<file path="config.mk">
export PLATFORM = sky130hd
export DESIGN_NAME = clkdiv_down
export DESIGN_NICKNAME = d
export VERILOG_FILES = /design/src/rtl/clkdiv_pkg.sv /design/src/rtl/clkdiv_cfg.sv /design/src/rtl/clkdiv_count.sv /design/src/rtl/clkdiv_shape.sv /design/src/rtl/clkdiv_down.sv
export SDC_FILE = /design/constraint.sdc
export NUM_CORES = 1
export LEC_CHECK = 0
export ABC_AREA = 1
export BUFFER_PORTS_ARGS = -buffer_cell sky130_fd_sc_hd__buf_2
export CAP_MARGIN = 15
export CORE_ASPECT_RATIO = 2
export CORE_MARGIN = 2
export CORE_UTILIZATION = 40
export DETAILED_ROUTE_END_ITERATION = 8
export PLACE_DENSITY = 0.6
export SYNTH_ARGS = -nofsm -noshare
export SYNTH_HDL_FRONTEND = slang
export SYNTH_SLANG_ARGS = --single-unit
</file>
<file path="constraint.sdc">
create_clock -name clk -period 2.4 [get_ports clk]
set_clock_uncertainty 0.1 [all_clocks]
set_input_delay 0 -clock clk [delete_from_list [all_inputs] [get_ports clk]]
set_output_delay 0 -clock clk [all_outputs]
set_load 0.1 [all_outputs]
</file>
<file path="src/rtl/clkdiv_pkg.sv">
package clkdiv_pkg;
  localparam int unsigned DIV_W = 8;

  typedef enum logic {
    SEL_RATIO = 1'b0,
    SEL_CTRL  = 1'b1
  } reg_sel_e;
endpackage

</file>
<file path="src/rtl/clkdiv_cfg.sv">
module clkdiv_cfg
  import clkdiv_pkg::*;
#(
  parameter int unsigned W = DIV_W
) (
  input  logic         clk,
  input  logic         rst,
  input  logic         wr_en,
  input  reg_sel_e     wr_sel,
  input  logic [W-1:0] wr_data,
  output logic [W-1:0] ratio_q,
  output logic         run_q,
  output logic         ratio_wr,
  output logic         active
);
  logic ctrl_wr;

  assign ratio_wr = wr_en && (wr_sel == SEL_RATIO);
  assign ctrl_wr  = wr_en && (wr_sel == SEL_CTRL);

  always_ff @(posedge clk) begin
    if (rst) begin
      ratio_q <= '0;
      run_q   <= 1'b0;
    end else if (ratio_wr) begin
      ratio_q <= wr_data;
    end else if (ctrl_wr) begin
      run_q <= wr_data[0];
    end
  end

  assign active = run_q && (ratio_q != '0);

  // a control write leaves the ratio untouched
  p_ctrl_keeps_ratio_r7: assert property (@(posedge clk) disable iff (rst)
    ctrl_wr |=> $stable(ratio_q));
  // a ratio write is visible on the next clock
  p_ratio_visible_r8: assert property (@(posedge clk) disable iff (rst)
    ratio_wr |=> ratio_q == $past(wr_data));
endmodule

</file>
<file path="src/rtl/clkdiv_count.sv">
module clkdiv_count #(
  parameter int unsigned W = 8
) (
  input  logic         clk,
  input  logic         rst,
  input  logic         load,
  input  logic [W-1:0] load_val,
  input  logic         run,
  input  logic [W-1:0] ratio,
  output logic [W-1:0] cnt_q
);
  logic [W-1:0] cnt_d;

  always_comb begin
    cnt_d = cnt_q;
    if (load)           cnt_d = load_val;
    else if (run)       cnt_d = (cnt_q == '0) ? ratio : cnt_q - 1'b1;
  end

  always_ff @(posedge clk) begin
    if (rst) cnt_q <= '0;
    else     cnt_q <= cnt_d;
  end

  // a ratio write loads the counter
  p_load_r2: assert property (@(posedge clk) disable iff (rst)
    load |=> cnt_q == $past(load_val));
  // step down by one while running
  p_step_r4: assert property (@(posedge clk) disable iff (rst)
    (run && !load && cnt_q != '0) |=> cnt_q == $past(cnt_q) - 1'b1);
  // reload at zero
  p_reload_r4: assert property (@(posedge clk) disable iff (rst)
    (run && !load && cnt_q == '0) |=> cnt_q == $past(ratio));
  // hold while idle
  p_hold_r3: assert property (@(posedge clk) disable iff (rst)
    (!run && !load) |=> $stable(cnt_q));
endmodule

</file>
<file path="src/rtl/clkdiv_shape.sv">
module clkdiv_shape #(
  parameter int unsigned W = 8
) (
  input  logic         clk,
  input  logic         rst,
  input  logic         active,
  input  logic [W-1:0] ratio,
  input  logic [W-1:0] cnt,
  output logic         out_q
);
  logic [W:0] ratio_ext;
  logic [W:0] thresh;
  logic       level;

  assign ratio_ext = {1'b0, ratio};
  assign thresh    = (ratio_ext + {{W{1'b0}}, 1'b1}) >> 1;
  assign level     = active && ({1'b0, cnt} >= thresh);

  always_ff @(posedge clk) begin
    if (rst) out_q <= 1'b0;
    else     out_q <= level;
  end

  // the top of the count is always in the high phase
  p_top_high_r5: assert property (@(posedge clk) disable iff (rst)
    (active && cnt == ratio) |=> out_q);
  // the zero count is always in the low phase
  p_zero_low_r5: assert property (@(posedge clk) disable iff (rst)
    (active && cnt == '0) |=> !out_q);
endmodule

</file>
<file path="src/rtl/clkdiv_down.sv">
module clkdiv_down
  import clkdiv_pkg::*;
#(
  parameter int unsigned W = DIV_W
) (
  input  logic         clk,
  input  logic         rst,
  input  logic         wr_en,
  input  logic         wr_sel,
  input  logic [W-1:0] wr_data,
  output logic [W-1:0] rd_ratio,
  output logic         rd_run,
  output logic         div_out
);
  reg_sel_e     sel;
  logic [W-1:0] ratio_q;
  logic         run_q;
  logic         ratio_wr;
  logic         active;
  logic [W-1:0] cnt_q;

  assign sel = reg_sel_e'(wr_sel);

  clkdiv_cfg #(.W(W)) u_cfg (
    .clk(clk), .rst(rst), .wr_en(wr_en), .wr_sel(sel), .wr_data(wr_data),
    .ratio_q(ratio_q), .run_q(run_q), .ratio_wr(ratio_wr), .active(active)
  );

  clkdiv_count #(.W(W)) u_count (
    .clk(clk), .rst(rst), .load(ratio_wr), .load_val(wr_data),
    .run(active), .ratio(ratio_q), .cnt_q(cnt_q)
  );

  clkdiv_shape #(.W(W)) u_shape (
    .clk(clk), .rst(rst), .active(active), .ratio(ratio_q),
    .cnt(cnt_q), .out_q(div_out)
  );

  assign rd_ratio = ratio_q;
  assign rd_run   = run_q;

  // reset clears everything visible
  p_reset_r1: assert property (@(posedge clk)
    rst |=> (!div_out && rd_ratio == '0 && !rd_run));
  // idle means a low output on the next clock
  p_idle_low_r3: assert property (@(posedge clk) disable iff (rst)
    (!run_q || ratio_q == '0) |=> !div_out);
  // the count never exceeds the stored ratio
  p_cnt_bound_r4: assert property (@(posedge clk) disable iff (rst)
    cnt_q <= ratio_q);
endmodule

</file>
==> summary.txt <==
Post-synth EDFFs = 0
Layout cell share with drive strength beyond 1 = 19.7%
Sequential area share after synthesis = 26.8%
Initial antenna violation count = 0
CTS tree = built
Drt first pass iters = 4
Top cells by area, synth = dfxtp_1, nand2_1, ha_1
Yosys warns = 0
Leak = 0.890 nW
Final min period = 2170 ps
Final GP Congestion = 0.868
Finished Core Util = 53.9%
CTS root buf = clkbuf_8
Slew Viols, Final = 0
Crit Path Class = reg -> reg
CORE AREA = 3190 um2
Worst-path clk slew = 70 ps
Max Cap Viol = 0
Avg Cell Area, Syn = 6.44 um2
Clock sinks = 18
Max clock buf depth = 2
Critical Path AT = 2280 ps
GR Overflow Total = 0
Max Fclk = 461 MHz
Final setup margin = 230 ps
Iter 0 DRT Violations = 33
Vias in the first global route = 1425
Main flop type after synthesis = dfxtp_1
Slew headroom = 67.6%
Rows = 29
H-tree depth = 1
CTS Buf Count = 3
Setup bufs post-CTS = 0
Post-synth top area share = 26.8%
Count leader, synth = nand2_1
Synth Instances = 209
N_diodes = 0
Worst setup SP type = flop
Vias per cell = 4.95
All-Layer GR Usage = 22.6%
DIE WIDTH = 45.0 um
Post-detailed-route wirelength per cell = 13.5 um
Synth cell types = 26
Syn Nets = 233
Cts hold-fix bufs = 18
Worst Hold Slack = 67.9 ps
Initial core utilization = 42.2%
Final instance area = 1720 um2
Final setup vio count = 0
Area post-placement = 1490 um2
Yosys reg bits = 18
Synth cell count leaders = nand2_1, nor2_1, inv_1, a21oi_1, dfxtp_1
Total number of vias = 1387
Power per cell area = 606 nW/um2
Asr flop ratio synth = 0%
Total negative setup slack = 0 ps
Hold Fails Final Rpt = 0
Final wirelength = 3780 um
Pin count of the biggest net entering global routing = 14
Chip height = 86.0 um
Global-route wire length before repair = 6470 um
RSZ-0062 raised after global routing = no
Synthesized area = 1350 um2
Fin crit share = 90.4%
Residual DRC = 0
Worst hold path type = in -> reg
Status = finished, final reports clean
Die area = 3870 um2
Post-CTS sizing = 0
Fin nets = 274
I/O Pins = 22
Yosys top cell by area = dfxtp_1
Skew-Pair Late Insertion Delay = 250 ps
PortBufs = 21
Place WS = 274 ps
Worst slew pin tran = 490 ps
Peak VDD IR = 0.548 mV
CP Max Fanout = 5
Crit path required time = 2510 ps
Final antenna-violating net count = 0
Setup crit end kind = flop
Area delta synth->final = 27.9%
Final HPWL DP = 2990 um
-- routing by layer --
layer / GRT usage, % / vias up / wire (um) / part of all wire, %
li1: - / 742 / - / -
met1: 24.9 / 613 / 1480 / 39
met4: 5.88 / 0 / 71 / 1.9
met3: 2.74 / 6 / 69 / 1.8
met5: 0 / - / 0 / 0
met2: 42.6 / 26 / 2160 / 57
-- report_power, final --
part / total [mW] / internal, mW / switching, mW / leakage (nW)
clock: 0.251 / 0.146 / 0.105 / 0.0288
sequential: 0.360 / 0.323 / 0.0366 / 0.151
combinational: 0.432 / 0.154 / 0.278 / 0.711
-- cells in the final DEF, fill, tap and decap left out, types with 8 or more instances in the layout --
master,instances
dfxtp_1,12
dlygate4sd3_1,18
nor2_1,26
inv_1,24
a21oi_1,18
o21ai_1,8
buf_2,21
nand2_1,51
nand3_1,13
ha_1,12
-- flip-flops by register name, summed over array words and instances (netlist names) --
| signal | cells |
|---|---|
| u_cfg.ratio_q | 8 |
| u_shape.out_q | 1 |
| u_count.cnt_q | 8 |
| u_cfg.run_q | 1 |
-- worst max-delay path, cell delays in order, from the launching register on --
cell and delay, ps:
dfxtp_4 360, ha_1 190, nand2_1 100, or3_1 380
nand3b_1 170, ha_1 330, nand2_1 60, nor2_1 140
nand4_1 100, nand4_1 100, nand2_1 50, inv_1 40
-- stage by stage --
| step | std cells | power (mW) |
|---|---|---|
| 6_report | 280 | 1.04 |
| 5_1_grt | 280 | 1.12 |
| 4_1_cts | 280 | 1.05 |
| 3_5_place_dp | 258 | 0.779 |
| 3_3_place_gp | 258 | 0.778 |
| 2_1_floorplan | 209 | 0.682 |
-- layout make-up --
cell class,instances,area (um2)
fill,344,1470
multi-input combinational,157,851
sequential,18,373
clock buffer,4,55.1
timing repair buffer,39,285
inverter,31,119
tap,31,38.8
-- cell families after synthesis --
family                     count (synthesis)  synth area share (%)
buffers and inverters                     34                  10.0
DFF                                       18                  26.8
and+or+nand+nor                          105                  34.5
xor gates and xnor gates                   8                  5.20
adders and majority gates                 12                  11.2
AOI/OAI and AO/OA                         32                  12.4
-- worst paths after layout --
| path | startpoint | to | slack, ps | cells past startpoint |
|---|---|---|---|---|
| max | u_cfg.ratio_q[1] | u_shape.out_q | 230 | 11 |
| min | wr_data[5] | u_cfg.ratio_q[5] | 70 | 5 |
| max reg2reg | u_cfg.ratio_q[1] | u_shape.out_q | 230 | 11 |
| min reg2reg | u_count.cnt_q[3] | u_count.cnt_q[3] | 500 | 2 |
(Power assumes the default switching activity.)
